**src/rtl/write_retire_guard.sv**
```systemverilog
module write_retire_guard #(
  parameter int NUM_DEV   = 4,
  parameter int BANK_W    = 4,
  parameter int RTR_SLOTS = 3,
  parameter int HAZ_GAP   = 3
) (
  input  logic                           clk,
  input  logic                           rst_n,
  input  logic                           cmd_valid,
  output logic                           cmd_ready,
  input  logic [1:0]                     cmd_op,
  input  logic [$clog2(NUM_DEV)-1:0]     cmd_dev,
  input  logic [BANK_W-1:0]              cmd_bank,
  output logic                           iss_valid,
  output logic [1:0]                     iss_op,
  output logic [$clog2(NUM_DEV)-1:0]     iss_dev,
  output logic [BANK_W-1:0]              iss_bank
);
  localparam int DEV_W   = $clog2(NUM_DEV);
  localparam int AGE_MAX = ((RTR_SLOTS > HAZ_GAP) ? RTR_SLOTS : HAZ_GAP) + 1;
  localparam int AGE_W   = $clog2(AGE_MAX + 1);
  localparam int CNT_W   = $clog2(NUM_DEV + 1);
  localparam logic [1:0] OP_NOCOP = 2'd0;
  localparam logic [1:0] OP_RD    = 2'd1;
  localparam logic [1:0] OP_WR    = 2'd2;
  localparam logic [1:0] OP_PRER  = 2'd3;

  logic [NUM_DEV-1:0] pend_q, dbl_q;
  logic [BANK_W-1:0]  bank_q [NUM_DEV];
  logic [AGE_W-1:0]   age_q  [NUM_DEV];

  logic             rd_hazard, prer_block, wr_block, accepted;
  logic [CNT_W-1:0] young_others;

  always_comb begin
    young_others = '0;
    for (int i = 0; i < NUM_DEV; i++)
      if (pend_q[i] && (DEV_W'(i) != cmd_dev) && (int'(age_q[i]) < RTR_SLOTS))
        young_others = young_others + 1'b1;
  end

  assign rd_hazard  = cmd_valid && cmd_op == OP_RD && dbl_q[cmd_dev] &&
                      int'(age_q[cmd_dev]) == HAZ_GAP;
  assign prer_block = cmd_valid && cmd_op == OP_PRER && pend_q[cmd_dev] &&
                      bank_q[cmd_dev] == cmd_bank;
  assign wr_block   = cmd_valid && cmd_op == OP_WR && !pend_q[cmd_dev] &&
                      young_others >= CNT_W'(2);

  assign cmd_ready = !(rd_hazard || prer_block || wr_block);
  assign iss_valid = cmd_valid && !(prer_block || wr_block);
  assign iss_op    = rd_hazard ? OP_NOCOP : cmd_op;
  assign iss_dev   = cmd_dev;
  assign iss_bank  = cmd_bank;
  assign accepted  = cmd_valid && cmd_ready;

  always_ff @(posedge clk) begin
    if (!rst_n) begin
      pend_q <= '0;
      dbl_q  <= '0;
      for (int i = 0; i < NUM_DEV; i++) begin
        bank_q[i] <= '0;
        age_q[i]  <= AGE_W'(AGE_MAX);
      end
    end else begin
      for (int i = 0; i < NUM_DEV; i++) begin
        if (accepted && cmd_op == OP_WR && cmd_dev == DEV_W'(i)) begin
          pend_q[i] <= 1'b1;
          dbl_q[i]  <= pend_q[i];
          bank_q[i] <= cmd_bank;
          age_q[i]  <= AGE_W'(1);
        end else begin
          if (int'(age_q[i]) < AGE_MAX)
            age_q[i] <= age_q[i] + 1'b1;
          if (pend_q[i] && int'(age_q[i]) >= RTR_SLOTS &&
              !(accepted && cmd_op == OP_RD && cmd_dev == DEV_W'(i))) begin
            pend_q[i] <= 1'b0;
            dbl_q[i]  <= 1'b0;
          end
        end
      end
    end
  end

  p_max_two_r5: assert property (@(posedge clk) disable iff (!rst_n)
    $countones(pend_q) <= 2);

  p_no_prer_pending_r2: assert property (@(posedge clk) disable iff (!rst_n)
    (iss_valid && iss_op == OP_PRER) |-> !(pend_q[iss_dev] && bank_q[iss_dev] == iss_bank));

  p_nocop_holds_r1: assert property (@(posedge clk) disable iff (!rst_n)
    (cmd_valid && cmd_op == OP_RD && iss_op == OP_NOCOP) |-> (!cmd_ready && iss_valid));

  p_pass_through_r6: assert property (@(posedge clk) disable iff (!rst_n)
    (cmd_valid && cmd_ready) |-> (iss_valid && iss_op == cmd_op));

  p_read_keeps_r4: assert property (@(posedge clk) disable iff (!rst_n)
    (iss_valid && iss_op == OP_RD && pend_q[iss_dev]) |=> pend_q[$past(iss_dev)]);

  p_idle_r7: assert property (@(posedge clk) disable iff (!rst_n)
    !cmd_valid |-> !iss_valid);
endmodule

```
**config.mk**
```make
export PLATFORM = sky130hd
export DESIGN_NAME = write_retire_guard
export DESIGN_NICKNAME = d
export VERILOG_FILES = /design/src/rtl/write_retire_guard.sv
export SDC_FILE = /design/constraint.sdc
export NUM_CORES = 1
export LEC_CHECK = 0
export ABC_AREA = 1
export BUFFER_PORTS_ARGS = -buffer_cell sky130_fd_sc_hd__buf_2
export CORE_MARGIN = 2
export CORE_UTILIZATION = 60
export CTS_BUF_LIST = sky130_fd_sc_hd__clkbuf_16
export DETAILED_ROUTE_END_ITERATION = 8
export PLACE_DENSITY = 0.88
export SLEW_MARGIN = 20
export SYNTH_ARGS = -nofsm -noshare
export SYNTH_HDL_FRONTEND = slang
export SYNTH_SLANG_ARGS = --single-unit
```
**constraint.sdc**
```tcl
create_clock -name clk -period 4.1 [get_ports clk]
set_input_delay 0.615 -clock clk [delete_from_list [all_inputs] [get_ports clk]]
set_output_delay 0.615 -clock clk [all_outputs]
set_load 0.03 [all_outputs]
```
After elaboration in Yosys (flattened, before gate mapping)
Memory sizes are Yosys's and may differ from the RTL's.
Index checks and enable logic that the tools add are counted.
{"block": "word_totals", "ram_bits": 28, "register_bits": 8, "output_inout_bits": 10, "memories": 2}
{"memory": "bank_q", "words": 4, "word_bits": 4, "read_ports": 1, "rd_clocked_by_memory_dff": 0, "write_ports": 4, "line": "29", "text": "logic [BANK_W-1:0] bank_q [NUM_DEV];"}
{"memory": "age_q", "words": 4, "word_bits": 3, "read_ports": 5, "rd_clocked_by_memory_dff": 0, "write_ports": 4, "line": "30", "text": "logic [AGE_W-1:0] age_q [NUM_DEV];"}
{"block": "op_classes", "muxes": 62, "n_reduce_logical": 53, "order_cmp": 14, "n_addsub": 7, "bitwise_logic": 12, "n_eq_ne": 11}
{"operator": "1-bit two-way mux", "n": 44}
{"operator": "1-bit logical AND", "n": 37}
{"operator": "3-bit two-way mux", "n": 11}
{"operator": "3-bit by 1-bit adder with 3-bit output (second input constant)", "n": 7}
{"operator": "4-bit two-way mux", "n": 4}
{"operator": "3-bit by 2-bit greater-or-equal comparator with 1-bit output (second input constant)", "n": 5}
{"operator": "3-bit by 2-bit less-than comparator with 1-bit output (second input constant)", "n": 4}
{"operator": "3-bit less-than comparator (second input constant)", "n": 4}
{"operator": "1-bit OR", "n": 12}
{"operator": "2-bit nonzero test", "n": 5}
{"operator": "2-bit == test (second input constant)", "n": 4}
{"operator": "1-bit zero test", "n": 7}
{"operator": "1-bit binary-select mux with 2-bit select", "n": 2}
{"operator": "2-bit by 1-bit == test with 1-bit output (second input constant)", "n": 2}
{"operator": "4-bit == test", "n": 1}
{"operator": "2-bit inequality test (first input constant)", "n": 2}
{"operator": "3-bit == test (second input constant)", "n": 1}
{"operator": "1-bit logical OR", "n": 3}
{"operator": "2-bit by 3-bit less-than comparator with 1-bit output (second input constant)", "n": 1}
{"operator": "2-bit zero test", "n": 1}
{"operator": "2-bit two-way mux", "n": 1}
{"operator": "1-bit by 2-bit inequality test with 1-bit output (first input constant)", "n": 1}

Logic depth before layout (Yosys ltp)
{"block": "depth", "ltp_word": 22, "depth_mapped": 24, "mapped_depth_nobuf": 23}

Worst setup path before layout
No wires, ideal clock.
{"block": "synth_path", "path_type": "in2out", "start": "in cmd_dev[1]", "end": "out iss_valid", "setup_slack_ps": 774, "arrival_time_ps": 2711, "n_path_buf": 1, "required_time_ps": 3485, "path_stages": 14, "cell_sequence": "buf_6 -> inv_2 -> nand2_1 -> inv_2 -> nor3_1 -> ha_1 -> xor2_1 -> ha_1 -> or2_0 -> nand2_1 -> nand2_1 -> nand2_2 -> nand2_1 -> nor2_1"}
{"block": "synth_between", "elab_chain_len": 15, "word_cells_on_any_way": 32}
{"item": "from (decl)", "line": "12", "text": "input logic [$clog2(NUM_DEV)-1:0] cmd_dev,"}
{"item": "2-bit nonzero test", "line": "38", "text": "if (pend_q[i] && (DEV_W'(i) != cmd_dev) && (int'(age_q[i]) < RTR_SLOTS))"}
{"item": "1-bit logical AND (2 in series)", "line": "38"}
{"item": "1-bit two-way mux", "line": "38"}
{"item": "3-bit by 1-bit adder with 3-bit output", "line": "39", "text": "young_others = young_others + 1'b1;"}
{"item": "3-bit two-way mux", "line": "38"}
{"item": "3-bit by 1-bit adder with 3-bit output", "line": "39"}
{"item": "3-bit two-way mux", "line": "38"}
{"item": "3-bit by 1-bit adder with 3-bit output", "line": "39"}
{"item": "3-bit two-way mux", "line": "38"}
{"item": "3-bit by 2-bit greater-or-equal comparator with 1-bit output", "line": "47", "text": "young_others >= CNT_W'(2);"}
{"item": "1-bit logical AND", "line": "46", "text": "assign wr_block = cmd_valid && cmd_op == OP_WR && !pend_q[cmd_dev] &&"}
{"item": "1-bit logical OR *", "line": "50", "text": "assign iss_valid = cmd_valid && !(prer_block || wr_block);"}
{"item": "1-bit zero test *", "line": "50"}
{"item": "1-bit logical AND *", "line": "50"}
{"item": "to (decl)", "line": "14", "text": "output logic iss_valid,"}
Every way passes the cells marked *; elsewhere a longest branch is shown, timed or not. The select of a mux whose other input is x is not followed.

Worst setup path after layout
Ends and elaborated chain as after synthesis.

==> qor.yml <==
route:
  drtIter0Drc: 162
  vias: 2165
  drt_pass1_iterations: 5
  detail_route.wl_per_cell_um: 14.2
  top_layer: "met4"
  final_antenna_net_count: 0
  routed_wl_um: 5570
  wl_met1_um: 2350
  drcViolationCount: 0
  routed_via_density: 5.52
  dr_wl_met3_um: 297
  wl_met2_um: 2800
synthesis:
  ys_seq_area_frac: 0.406
  synth_flop_cell: "edfxtp_1"
  synth.area.top_cells: "edfxtp_1 34%, nand2_1 16%, dfxtp_1 6.5%"
  synth_area_um2: 2470
  synth_cells: 326
  synth_cell_types: 29
  synth_nets: 348
  netlist.top_cell.by_area: "edfxtp_1"
  syn_avg_cell_area_um2: 7.57
  async_flop_share: 0
  ys_seq_elements: 36
  yosysMostFrequentCell: "nand2_1"
  synth_warnings: 0
  ys_top_cells_by_count: "102 x nand2_1, 42 x inv_1, 33 x nor2_1"
  netlist.area_leader.share: 0.341
  synth-edff-count: 28
floorplanning:
  core_area_um2: 3970
  die_h_um: 68.1
  dieArea_um2: 4640
  fp.dieW_um: 68.1
  start_util: 0.621
  boundaryPins: 21
  row_count: 23
worst_setup_path:
  cp.arrival_ns: 2.98
  critPathRequiredTime_ns: 3.48
  path_max_fanout: 11
  endpoint_kind: "primary output"
  crit_slowest_cell: "ha_1"
  worst_setup_path_start_kind: "input pin"
  slowest_delay_ns: 0.31
  crit_buf_inv: 4
  crit_type: "in2out"
  path_common_cell: "nand2_1"
  crit_chain: "buf_2 -> inv_2 -> nand2_1 -> inv_2 -> nor3_1 -> ha_1 -> xor2_1 -> ha_1 -> or2_0 -> nand2_1 -> nand2_1 -> nand2_2 -> nand2_1 -> nor2_1 -> buf_2"
  crit_family: "simple AND/OR/NAND/NOR gates"
finish:
  n_fill_cell: 315
  utilization: 0.683
  multi_input_area_um2: 1180
  drive_above_1_share: 0.193
  num-nets-final: 363
  area_growth_pct: 9.99
  antennaDiodeCount: 0
  ff_latch_area_um2: 1000
sta:
  setup_tns_ns: 0
  period_needed_ns: 3.59
  post-route-period-util: 0.876
  finalSetupViolCount: 0
  finalClockSkew_ns: 0.00378
  finalWorstSetupSlack_ns: 0.508
  slew_headroom: 0.661
  tightest_slew_ns: 0.509
  clock.fmax_mhz: 278
  grt_setup_unrepaired: "no"
  hold_violations: 0
  drv_slew: 0
clocking:
  post_cts_buffers: 0
  cts_buffers: 5
  hold_buffers: 0
  cts_max_level: 2
  clock_path_buffers: 2
  cts.sinks: 36
  root_buffer: "clkbuf_16"
  path_clk_slew_ns: 0.05
  cts_resized: 0
  cts_tree: "built"
  clkLatencyLatePin_ns: 0.28
hold_path:
  min_path_type: "reg2reg"
placed_design:
  dp_slack_ns: 0.403
  place_hpwl_um: 4220
  port_buffers: 20
  place_congestion: 0.901
global_routing:
  grt_pass1_wl_um: 8640
  grt_max_degree: 20
  grt_pass1_vias: 1986
  track_usage: 0.257
  grt_antenna_before_repair: 0
  grt_remaining_overflow: 0
flow_run:
  maxCapViolations: 0
power:
  p_leak_nw: 1.39
  powerDensity_nw_per_um2: 351
  peakVddDrop_v: 0.000202
run_status:
  run_status: "finished, final reports clean"
-- worst paths after layout --
| kind | cells past startpoint | end | slack, ns | startpoint |
|---|---|---|---|---|
| setup / recovery | 15 | iss_valid | 0.51 | cmd_dev[1] |
| setup reg to reg | 16 | age_q[3][1] | 0.85 | age_q[0][1] |
| hold / removal | 2 | dbl_q[0] | 0.50 | pend_q[0] |
| hold reg to reg | 2 | dbl_q[0] | 0.50 | pend_q[0] |
-- routing by layer --
layer  vias up  global-route usage
li1       1057                   -
met1      1013               0.290
met2        79               0.466
met3        16              0.0543
met4         0               0.105
met5         -                   0
-- flip-flops by register name, indices dropped and copies added (netlist names) --
name    flops
age_q      12
bank_q     16
dbl_q       4
pend_q      4
-- tightest hold or removal path: cells and delay by family, from the launching register on --
family           cells  cell delay (ns)
flip-flops           1             0.33
AND/OR/NAND/NOR      1             0.07
AO/OA/AOI/OAI        1             0.05
-- layout by cell type (no fill, tap or decap), types with 4 or more instances in the layout --
master     instances
a21oi_1           11
buf_2             20
clkbuf_16          5
dfxtp_1            8
edfxtp_1          28
ha_1              11
inv_1             42
inv_2             12
nand2_1          102
nand2_2            6
nand3_1           20
nand3_2            5
nand3_4            4
nor2_1            33
nor2_2             4
nor3_1             4
o21ai_0            6
o21ai_1            5
-- cells by family after synthesis --
group / Yosys count / share of synthesized area
AOI/OAI and AO/OA: 28 / 0.0639
DFF: 36 / 0.406
buffers and inverters: 66 / 0.116
adders and majority gates: 11 / 0.0558
and+or+nand+nor: 184 / 0.355
xor gates and xnor gates: 1 / 0.00355
-- power by group --
part	total [mW]	switching, mW	internal, mW
logic	0.105	0.0770	0.0283
registers	0.418	0.00874	0.409
clock network	0.429	0.144	0.285
total	0.952	0.230	0.722
-- area by class of cell --
cell class | count | area share
Sequential cell | 36 | 0.369
Clock buffer | 5 | 0.0461
Inverter | 54 | 0.0747
Tap cell | 50 | 0.0231
Multi-Input combinational cell | 224 | 0.435
Timing Repair Buffer | 20 | 0.0369
Clock inverter | 3 | 0.0157
-- per-stage QoR --
stage	instance area (um2)	hold WS, ns	instances	total power [mW]
after floorplan	2470	0.466	326	0.503
after global placement	2550	0.483	384	0.523
after detailed placement	2550	0.490	384	0.528
after CTS	2710	0.499	392	0.952
after global routing	2710	0.525	392	0.979
final	2710	0.496	392	0.952
Power figures use the tool's default switching activity.
